--- config.mk ---
export PLATFORM = sky130hd
export DESIGN_NAME = green_time_decider
export DESIGN_NICKNAME = d
export VERILOG_FILES = /design/src/rtl/green_time_decider.sv
export SDC_FILE = /design/constraint.sdc
export NUM_CORES = 1
export LEC_CHECK = 0
export BUFFER_PORTS_ARGS = -buffer_cell sky130_fd_sc_hd__buf_2
export CORE_UTILIZATION = 35
export DETAILED_ROUTE_END_ITERATION = 8
export GPL_TIMING_DRIVEN = 0
export SLEW_MARGIN = 20
export SYNTH_ARGS = -nofsm -noshare
export SYNTH_HDL_FRONTEND = slang
export SYNTH_SLANG_ARGS = --single-unit
export TNS_END_PERCENT = 5
--- constraint.sdc ---
create_clock -name clk -period 15 [get_ports clk]
set_clock_uncertainty 0.05 [all_clocks]
set_input_delay 0 -clock clk [delete_from_list [all_inputs] [get_ports clk]]
set_output_delay 0 -clock clk [all_outputs]
set_load 0.01 [all_outputs]
--- src/rtl/green_time_decider.sv ---
module green_time_decider #(
  parameter int CW          = 11,
  parameter int TW          = 8,
  parameter int STALL_TICKS = 5
) (
  input  logic          clk,
  input  logic          rst_n,
  input  logic [1:0]    phase,
  input  logic          arm_sel,
  input  logic [TW-1:0] t,
  input  logic [CW-1:0] q_a,
  input  logic [CW-1:0] q_b,
  input  logic [TW-1:0] min_a,
  input  logic [TW-1:0] max_a,
  input  logic [TW-1:0] min_b,
  input  logic [TW-1:0] max_b,
  input  logic [TW-1:0] left_min,
  input  logic [TW-1:0] left_max,
  input  logic [TW-1:0] ped_time,
  input  logic [CW-1:0] w_a,
  input  logic [CW-1:0] w_b,
  input  logic [CW-1:0] bias_a,
  input  logic [CW-1:0] bias_b,
  output logic          sw_req,
  output logic          t_clr
);
  localparam int FW  = 2*CW + 3;
  localparam int STW = $clog2(STALL_TICKS + 1);
  localparam logic [1:0] PH_GREEN = 2'd0;
  localparam logic [1:0] PH_LEFT  = 2'd1;
  localparam logic [1:0] PH_PED   = 2'd2;
  localparam logic [1:0] PH_YEL   = 2'd3;

  logic [CW-1:0]   own_n, oth_n, own_w, own_b;
  logic [TW-1:0]   own_min, own_max;
  logic [2*CW-1:0] prod;
  logic signed [FW-1:0] imbal;
  logic [TW-1:0]   t_prev;
  logic [CW-1:0]   n_prev;
  logic [STW-1:0]  stall_q;
  logic            held_q, want;
  logic            green_go, left_go, ped_go;

  assign own_n   = arm_sel ? q_b    : q_a;
  assign oth_n   = arm_sel ? q_a    : q_b;
  assign own_w   = arm_sel ? w_b    : w_a;
  assign own_b   = arm_sel ? bias_b : bias_a;
  assign own_min = arm_sel ? min_b  : min_a;
  assign own_max = arm_sel ? max_b  : max_a;

  assign prod  = {{CW{1'b0}}, own_w} * {{CW{1'b0}}, own_n};
  assign imbal = $signed({3'b000, prod})
               + $signed({{(FW-CW){own_b[CW-1]}}, own_b})
               - $signed({{(FW-CW){1'b0}}, oth_n});

  assign green_go = (t >= own_min) &&
                    ((t >= own_max) || (own_n == '0) || (imbal <= 0));
  assign left_go  = (t >= left_min) &&
                    ((t >= left_max) || (stall_q >= STW'(STALL_TICKS)));
  assign ped_go   = (t >= ped_time);

  always_comb begin
    case (phase)
      PH_GREEN: want = green_go;
      PH_LEFT:  want = left_go;
      PH_PED:   want = ped_go;
      default:  want = 1'b0;
    endcase
  end

  always_ff @(posedge clk) begin
    if (!rst_n) begin
      t_prev  <= '0;
      n_prev  <= '0;
      stall_q <= '0;
    end else begin
      t_prev <= t;
      n_prev <= own_n;
      if (phase != PH_LEFT || own_n != n_prev)
        stall_q <= '0;
      else if (t != t_prev && stall_q < STW'(STALL_TICKS))
        stall_q <= stall_q + 1'b1;
    end
  end

  always_ff @(posedge clk) begin
    if (!rst_n) begin
      held_q <= 1'b0;
      sw_req <= 1'b0;
      t_clr  <= 1'b0;
    end else begin
      sw_req <= want && !held_q && phase != PH_YEL;
      t_clr  <= want && !held_q && phase != PH_YEL;
      held_q <= (phase == PH_YEL) ? 1'b0 : (held_q | want);
    end
  end
endmodule


==> results of run 1 <==
cells by family after synthesis:
group           count (synthesis)  share of synthesized area
simple gates                  307                      0.175
buf+inv                       201                     0.0915
xor+xnor                       44                     0.0444
mux                            75                     0.0903
fa+ha+maj                     229                      0.410
compound gates                165                      0.133
flops                          24                     0.0554
cells in the final DEF, fill, tap and decap left out, types with 10 or more instances in the layout:
| cell | synthesis | routed |
|---|---|---|
| sky130_fd_sc_hd__inv_1 | 172 | 172 |
| sky130_fd_sc_hd__buf_2 | 10 | 145 |
| sky130_fd_sc_hd__ha_1 | 137 | 137 |
| sky130_fd_sc_hd__nor2_1 | 107 | 107 |
| sky130_fd_sc_hd__fa_1 | 92 | 92 |
| sky130_fd_sc_hd__nand2_1 | 55 | 55 |
| sky130_fd_sc_hd__mux2i_1 | 49 | 48 |
| sky130_fd_sc_hd__o21ai_0 | 34 | 34 |
| sky130_fd_sc_hd__xnor2_1 | 34 | 34 |
| sky130_fd_sc_hd__a21oi_1 | 33 | 33 |
| sky130_fd_sc_hd__mux2_2 | 25 | 25 |
| sky130_fd_sc_hd__dfxtp_1 | 24 | 24 |
| sky130_fd_sc_hd__or2_2 | 20 | 20 |
| sky130_fd_sc_hd__nand2b_1 | 19 | 19 |
| sky130_fd_sc_hd__nor2b_1 | 19 | 19 |
| sky130_fd_sc_hd__nor3_1 | 18 | 18 |
| sky130_fd_sc_hd__clkbuf_1 | 14 | 14 |
| sky130_fd_sc_hd__nand3_1 | 14 | 14 |
| sky130_fd_sc_hd__and2_1 | 14 | 14 |
| sky130_fd_sc_hd__a21o_1 | 11 | 11 |
| sky130_fd_sc_hd__xor2_1 | 10 | 10 |
registers in the layout (all words and copies together) (netlist names):
signal	flops
stall_q	3
t_prev	8
held_q	1
n_prev	11
t_clr	1
worst min-delay path by stage:
stage	end	slack, ps	cells after the start
2_1_floorplan	t_prev[0]$_SDFF_PN0_	70	1
3_3_place_gp	t_prev[0]$_SDFF_PN0_	210	2
3_5_place_dp	t_prev[0]$_SDFF_PN0_	210	2
4_1_cts	t_clr$_SDFF_PN0_	20	4
5_1_grt	t_prev[4]$_SDFF_PN0_	40	2
6_report	t_clr$_SDFF_PN0_	20	4
timing repair:
action	CTS	global route
hold buffers	1	0
resized for setup	0	0
hold endpoints to repair	1	0
worst register-to-register path, cell delays in order (launching register included):
cell                        delay [ps]
sky130_fd_sc_hd__dfxtp_1           390
sky130_fd_sc_hd__inv_1              60
sky130_fd_sc_hd__ha_1              170
sky130_fd_sc_hd__o31ai_1           230
sky130_fd_sc_hd__nand2b_1           90
sky130_fd_sc_hd__o2111ai_1         410
sky130_fd_sc_hd__o2111ai_1         210
sky130_fd_sc_hd__o21ai_0           180
sky130_fd_sc_hd__o21ai_1            80
stage by stage:
step                      cell area [um^2]  worst slack, ps
after floorplan                       8670             7260
after global placement                9750             5530
after detailed placement              9760             5570
after CTS                             9870             5830
after global routing                  9870             5170
final                                 9870             5860
final cells by class:
| type | count | area [um^2] | area share |
|---|---|---|---|
| timing repair buffer | 136 | 686 | 0.0695 |
| sequential | 24 | 480 | 0.0487 |
| inverter | 172 | 646 | 0.0654 |
| multi-input combinational | 820 | 7400 | 0.750 |
| tap | 324 | 405 | 0.0411 |
| buffer | 29 | 148 | 0.0150 |
| clock inverter | 1 | 30.0 | 0.00304 |
| clock buffer | 3 | 75.1 | 0.00760 |
per-layer routing:
metal,track usage,vias to the layer above,routed length (um)
met5,0,-,0
met4,0.0184,0,159
met3,0.0237,12,1090
met2,0.307,156,10500
met1,0.248,3552,10600
li1,-,3790,-
==> impl_metrics.toml, run 1 <==
[critical_path]
worst_path_max_delay_cell = "sky130_fd_sc_hd__mux2i_1"
crit_path_start_kind = "input pin"
critical_path_cell_count = 33
path_delay_family = "adder cells"
ff2ff_setup_slack_ps = 13030
crit_end = "t_clr$_SDFF_PN0_"
end_kind = "register"
critical_path.reg2reg.startpoint = "stall_q[1]$_SDFFE_PP0P_"
critPathKind = "in -> reg"
critical_path_buf_inv_count = 7
worst-endpoint-arrival_ps = 9290
critical-path-max-stage-delay_ps = 860
cp.required_ps = 15150
cp_common_cell = "sky130_fd_sc_hd__fa_1"
worstReg2RegEnd = "held_q$_SDFF_PP0_"
r2r.worst_path.cells = 8
crit_path_max_fanout = 10
critical_path.startpoint = "arm_sel"

[hold_path]
worst_hold_startpoint = "phase[0]"
worst_hold_path_type = "in -> reg"

[floorplanning]
die-width_um = 159
row_count = 57
start_util = 0.357
die_height_um = 159
number_of_i_o_pins = 137
core_region_area_mm2 = 0.0243
floorplan.die_area_mm2 = 0.0254

[routing]
via_count = 7510
initial_drc_count = 381
drt_pass1_iterations = 4
wl_per_cell_um = 14.8
drt.antenna.violating_nets = 0
routed_wirelength_um = 22300
routed_via_density = 4.98
remaining_drc_errors = 0

[finish]
finish.net_count = 1550
areaGrowthSynthToFinish_pct = 13.8
post-route-util = 0.406
final.fill_count = 2488
final_cell_count_no_fill = 1509
ant_cells = 0
post_route_cells_drive_above_1_share = 0.189

[job]
drv_cap = 0

[synth]
ys_top_cells_by_count = "sky130_fd_sc_hd__inv_1, sky130_fd_sc_hd__ha_1, sky130_fd_sc_hd__nor2_1"
yosys.cell_types.count = 71
synth_top_cell_by_area = "sky130_fd_sc_hd__fa_1"
synth_fp_nets = 1409
flops_latches_synth = 24
synth_most_common_cell = "sky130_fd_sc_hd__inv_1"
post_synth_main_area_contributors = "sky130_fd_sc_hd__fa_1, sky130_fd_sc_hd__ha_1, sky130_fd_sc_hd__inv_1"
synth_area_per_cell_um2 = 8.30
syn_area_mm2 = 0.00867
ys.flop_type = "sky130_fd_sc_hd__dfxtp_1"
post_synth_inst_count = 1045
synth_sequential_area_ratio = 0.0554
post_synth_edffs = 0
synth-async-reset-ratio = 0
yosys_warnings = 0
synth_top_cell_area_share = 0.212

[placed_design]
hpwlAfterDp_um = 19700
globalplace.congestion = 0.862
portBuffers = 135
placed_cells = 1504

[clocking]
cts_made_buffers = 3
clkLatencyLatePin_ps = 260
cts_root_buffer = "sky130_fd_sc_hd__clkbuf_16"
clkTransAtPathRegs_ps = 70
clock_sinks = 24
cts_buffer_depth = 2
htree_levels = 1
cts_tree = "yes"
postCtsSetupRepairBufs = 0

[sta]
finalHoldWorstSlack_ps = 19.6
max_slew.worst_pin.slew_ps = 1010
fmax_ghz = 0.109
final.period_utilization = 0.609
total_negative_slack_for_setup_checks_ps = 0
max_slew_margin = 0.305
report.final.setup_viol = 0
layout_min_cycle_time_ps = 9140
final-max-slew-violation-count = 0
finalHoldViolCount = 0
grt_setup_unrepaired = "no"

[grt]
globalRoute.totalOverflow = 0
first_global_vias = 7462
antenna_violations_before_repair = 0
grtUsageTotal = 0.180
global_route_wire_length_before_repair_um = 37200
grt_max_degree = 15

[status]
run_status = "finished, final reports clean"
Power of run 1 is not shown: default switching activity piles up to over one toggle a cycle in this logic, so the estimate is an artifact.
==> run 2: changes to the inputs <==
==> constraint.sdc (replaced) <==
create_clock -name clk -period 8 [get_ports clk]
set_clock_uncertainty 0.05 [all_clocks]
set_input_delay 0 -clock clk [delete_from_list [all_inputs] [get_ports clk]]
set_output_delay 0 -clock clk [all_outputs]
set_load 0.01 [all_outputs]
==> impl_metrics.toml, run 2 (same netlist as run 1, synthesis figures left out) <==
[finish]
most_common_cell_after_layout_fill_and_taps_aside = "sky130_fd_sc_hd__inv_1"
layout.cells.most_common_list = "sky130_fd_sc_hd__inv_1, sky130_fd_sc_hd__buf_2, sky130_fd_sc_hd__ha_1"
ant_cells = 0
post_route_cells_drive_above_1_share = 0.232
largestRegisters = "n_prev: 11 flops, t_prev: 8 flops, stall_q: 3 flops"
finish.net_count = 1567
largest_register_ff_count = 11
post-route-util = 0.423
final_cell_count_no_fill = 1526
multiInputGateArea_mm2 = 0.00760
final.fill_count = 2452
areaGrowthSynthToFinish_pct = 18.5
regArea_um2 = 480
regMostFlops = "n_prev"

[routing]
via_count = 7673
routedLengthMet1_um = 10800
met2_length_um = 10600
routed_via_density = 5.03
remaining_drc_errors = 0
initial_drc_count = 346
highest_metal_used = "met4"
routed_wirelength_um = 22700
wl_per_cell_um = 14.9
detailroute.wirelength.met3_um = 1110
drt_pass1_iterations = 5
drt.antenna.violating_nets = 0

[critical_path]
cp.required_ps = 8150
end_kind = "register"
crit_path_max_fanout = 10
critical_path_buf_inv_count = 5
r2r.worst_path.cells = 8
critPathKind = "in -> reg"
cp_common_cell = "sky130_fd_sc_hd__fa_1"
worst-endpoint-arrival_ps = 7700
critical_path_cell_count = 30
critical-path-max-stage-delay_ps = 560
path_delay_family = "adder cells"
worst_path_max_delay_cell = "sky130_fd_sc_hd__fa_1"
crit_path_start_kind = "input pin"

[placed_design]
hpwlAfterDp_um = 19700
placed_cells = 1504
globalplace.congestion = 0.862
portBuffers = 135

[floorplanning]
die-width_um = 159
core_region_area_mm2 = 0.0243
floorplan.die_area_mm2 = 0.0254
die_height_um = 159
start_util = 0.357
row_count = 57
number_of_i_o_pins = 137

[grt]
first_global_vias = 7507
antenna_violations_before_repair = 0
grt_max_degree = 15
grtUsageTotal = 0.181
global_route_wire_length_before_repair_um = 37500
globalRoute.totalOverflow = 0

[clocking]
cts_tree = "yes"
clock_sinks = 24
clkTransAtPathRegs_ps = 70
cts_made_buffers = 3
cts_buffer_depth = 2
clkLatencyLatePin_ps = 260
htree_levels = 1
cts_root_buffer = "sky130_fd_sc_hd__clkbuf_16"

[hold_path]
hold_path_depth = 4
worst_hold_path_type = "in -> reg"

[sta]
total_negative_slack_for_setup_checks_ps = 0
layout_min_cycle_time_ps = 7540
fmax_ghz = 0.133
finalHoldWorstSlack_ps = 18.5
report.final.setup_viol = 0
final.period_utilization = 0.943
max_slew.worst_pin.slew_ps = 939
final-max-slew-violation-count = 0
finalHoldViolCount = 0
max_slew_margin = 0.356

[status]
run_status = "finished, final reports clean"

[job]
drv_cap = 0
## run 2: cell type report
class,count,share of cell area
multi-input cells,820,0.740
repair buffers,153,0.0808
inverters,172,0.0628
flip-flops and latches,24,0.0467
well taps,324,0.0394
plain buffers,29,0.0205
clock buffers,3,0.00730
clock inverters,1,0.00292
## run 2: worst register-to-register path: cells and delay by family, from the launching register on
kind	cells	cell delay (ps)
AND/OR/NAND/NOR	1	90
adder cells (fa/ha/maj)	1	170
AO/OA/AOI/OAI	5	1110
flip-flops	1	390
buffers and inverters	1	60
## run 2: stage by stage
stage	worst slack [ps]	instance area, um^2
final	457	10300
after global routing	-6.39	10300
after CTS	27.8	10100
after detailed placement	-1430	9760
after global placement	-1470	9750
after floorplan	255	8670
## run 2: path summary, 6_finish.rpt
path                                         startpoint                end  slack, ps
worst min register to register        held_q$_SDFF_PP0_  held_q$_SDFF_PP0_        450
worst min-delay path                           phase[0]   t_clr$_SDFF_PN0_         20
worst max register to register  stall_q[1]$_SDFFE_PP0P_  held_q$_SDFF_PP0_       6020
worst max-delay path                            arm_sel   t_clr$_SDFF_PN0_        460
## run 2: metal layers
| metal | track usage | vias to the layer above |
|---|---|---|
| li1 | - | 3821 |
| met4 | 0.0184 | 0 |
| met5 | 0 | - |
| met3 | 0.0237 | 16 |
| met1 | 0.252 | 3638 |
| met2 | 0.308 | 198 |
## run 2: what timing repair did
| action | CTS | global route |
|---|---|---|
| cloned | 0 | 1 |
| setup buffers | 4 | 12 |
| hold endpoints to repair | 1 | 0 |
| endpoints found under the setup margin | 2 | 2 |
| pin swaps | 4 | 15 |
| gates resized for setup | 38 | 31 |
| hold buffers | 1 | 0 |
Power of run 2 is left out for the same reason.
==> run 3: changes to the inputs <==
--- a/config.mk
+++ b/config.mk
@@ -5,6 +5,7 @@
 export SDC_FILE = /design/constraint.sdc
 export NUM_CORES = 1
 export LEC_CHECK = 0
+export ABC_AREA = 1
 export BUFFER_PORTS_ARGS = -buffer_cell sky130_fd_sc_hd__buf_2
 export CORE_UTILIZATION = 35
 export DETAILED_ROUTE_END_ITERATION = 8
==> impl_metrics.toml, run 3 <==
[finish]
final_cell_count_no_fill = 1749
areaGrowthSynthToFinish_pct = 15.6
final.fill_count = 2621
finish.net_count = 1789
regMostFlops = "n_prev"
post_route_cells_drive_above_1_share = 0.138
largestRegisters = "n_prev: 11 flops, t_prev: 8 flops, stall_q: 3 flops"
most_common_cell_after_layout_fill_and_taps_aside = "sky130_fd_sc_hd__inv_1"
largest_register_ff_count = 11
layout.cells.most_common_list = "sky130_fd_sc_hd__inv_1, sky130_fd_sc_hd__nand2_1, sky130_fd_sc_hd__nor2_1"

[routing]
routed_via_density = 4.67
drt_pass1_iterations = 5
wl_per_cell_um = 13.6
via_count = 8167
initial_drc_count = 409
drt.antenna.violating_nets = 0
routed_wirelength_um = 23700
remaining_drc_errors = 0

[critical_path]
critPathKind = "in -> reg"
end_kind = "register"
critical_path.reg2reg.startpoint = "n_prev[10]$_SDFF_PN0_"
worst-endpoint-arrival_ps = 7510
critical_path.startpoint = "arm_sel"
crit_path_start_kind = "input pin"
critical-path-max-stage-delay_ps = 600
worst_path_max_delay_cell = "sky130_fd_sc_hd__fa_1"
crit_path_max_fanout = 10
ff2ff_setup_slack_ps = 6590
worstReg2RegEnd = "stall_q[2]$_SDFFE_PP0P_"
r2r.worst_path.cells = 5
cp.required_ps = 8150
cp_common_cell = "sky130_fd_sc_hd__nand2_1"
crit_end = "held_q$_SDFF_PP0_"

[synth]
ys.flop_type = "sky130_fd_sc_hd__dfxtp_1"
yosys_warnings = 0
synth_top_family_by_area = "adder cells"
ys_top_cells_by_count = "sky130_fd_sc_hd__inv_1, sky130_fd_sc_hd__nand2_1, sky130_fd_sc_hd__nor2_1"
flops_latches_synth = 24
syn_area_mm2 = 0.00867
synth-async-reset-ratio = 0
post_synth_edffs = 0
synth-adder-area-share = 0.410
synth_area_per_cell_um2 = 6.76
post_synth_main_area_contributors = "sky130_fd_sc_hd__fa_1, sky130_fd_sc_hd__ha_1, sky130_fd_sc_hd__inv_1"
synth_top_cell_area_share = 0.213
synth_sequential_area_ratio = 0.0554
synth_most_common_cell = "sky130_fd_sc_hd__inv_1"
synth_mux_area_frac = 0.0316
synth-simple-area-share = 0.236
fraction_of_synthesized_cell_area_in_xor_and_xnor_cells = 0.0334
synth_top_cell_by_area = "sky130_fd_sc_hd__fa_1"
synth_area_in_compound_gates = 0.0882
post_synth_inst_count = 1281
synth_fp_nets = 1645
yosys.cell_types.count = 40

[sta]
max_slew.worst_pin.slew_ps = 888
total_negative_slack_for_setup_checks_ps = 0
finalHoldWorstSlack_ps = -0.489
report.final.setup_viol = 0
layout_min_cycle_time_ps = 7350
final-max-slew-violation-count = 0
max_slew_margin = 0.408
final.period_utilization = 0.919
fmax_ghz = 0.136
finalHoldViolCount = 1

[status]
failed_checks = "hold timing"
run_status = "finished with violations"

[grt]
grtUsageTotal = 0.192
globalRoute.totalOverflow = 0
global_route_wire_length_before_repair_um = 39200
met2_routing_resource_usage_after_global_routing = 0.316
antenna_violations_before_repair = 1
grt.busiest_layer = "met2"
grt_max_degree = 20
global_route.usage.met3 = 0.0310
met1_usage = 0.266
first_global_vias = 7848

[floorplanning]
start_util = 0.356
die_height_um = 159
die-width_um = 159
floorplan.die_area_mm2 = 0.0254
number_of_i_o_pins = 137
row_count = 57
core_region_area_mm2 = 0.0243

[job]
drv_cap = 0

[clocking]
htree_levels = 1
clkTransAtPathRegs_ps = 60
clock_sinks = 24
cts_tree = "yes"
cts_root_buffer = "sky130_fd_sc_hd__clkbuf_16"
clkLatencyLatePin_ps = 260
cts_buffer_depth = 2
cts_made_buffers = 3

[placed_design]
hpwlAfterDp_um = 20900
portBuffers = 135
globalplace.congestion = 0.877
placed_cells = 1741

[hold_path]
worst_hold_path_type = "in -> reg"
==> run 3: cell types whose count changed in the layout (fill, tap and decap cells not counted), moves of 19 or more <==
cell                      before  now
sky130_fd_sc_hd__inv_1       172  304
sky130_fd_sc_hd__buf_4        21    1
sky130_fd_sc_hd__a21oi_1      30   56
sky130_fd_sc_hd__nand2_1      55  286
sky130_fd_sc_hd__mux2i_1      37   15
sky130_fd_sc_hd__nor2_1      107  150
sky130_fd_sc_hd__nor2b_1      19    0
sky130_fd_sc_hd__nand3_1      14   37
==> run 3: cell type report <==
cell class                 count  area (um^2)  share of cell area
antenna                        1         2.50            0.000250
multi-input combinational    930         7010               0.700
clock buffer                   4         88.8             0.00887
tap                          324          405              0.0405
sequential                    24          480              0.0480
inverter                     306         1150               0.115
buffer                        20          143              0.0142
timing repair buffer         140          731              0.0730
==> run 3: worst min-delay path by stage <==
stage | end | cells after the start | startpoint | slack (ps)
6_report | t_prev[1]$_SDFF_PN0_ | 3 | t[1] | -0.5
5_1_grt | t_prev[1]$_SDFF_PN0_ | 3 | t[1] | 9
4_1_cts | t_prev[6]$_SDFF_PN0_ | 3 | t[6] | 0.7
3_5_place_dp | t_prev[0]$_SDFF_PN0_ | 3 | t[0] | 160
3_3_place_gp | t_prev[0]$_SDFF_PN0_ | 3 | t[0] | 150
2_1_floorplan | t_prev[0]$_SDFF_PN0_ | 2 | t[0] | 40
==> run 3: per-layer routing <==
layer  vias up  wire (um)
met4         0        334
met5         -          0
li1       4215          -
met2       222      10500
met1      3709      11400
met3        21       1470
==> run 3: logic make-up (layout without fill, tap and decap cells) <==
| family | Yosys count | count (layout) |
|---|---|---|
| AO/OA/AOI/OAI | 133 | 133 |
| XOR/XNOR | 33 | 33 |
| adder cells (fa/ha/maj) | 229 | 229 |
| buffers and inverters | 327 | 470 |
| flip-flops | 24 | 24 |
| multiplexers | 26 | 26 |
| other | 0 | 1 |
| AND/OR/NAND/NOR | 509 | 509 |
==> run 3: critical path: cells and delay by family <==
kind                       cells  cell delay, ps
adders and majority gates      8            3640
and+or+nand+nor               19            1810
AOI/OAI and AO/OA              5            1030
buffers and inverters          6             770
xor gates and xnor gates       1             220
==> run 3: what timing repair did <==
action,4_1_cts,5_1_grt
endpoints found under the hold margin,4,0
setup endpoints to repair,2,2
pin swaps,0,0
buffers inserted,0,0
hold buffers,4,0
resized for setup,0,45
==> run 3: metrics by stage <==
stage               utilization  setup WS (ps)  instance area, um^2
floorplan                     -           1380                 8670
global placement          0.401           -426                 9750
detailed placement        0.402           -474                 9770
CTS                       0.407           52.1                 9890
global route              0.412         -0.680                10000
finish                    0.412            648                10000
Power of run 3 is left out for the same reason.
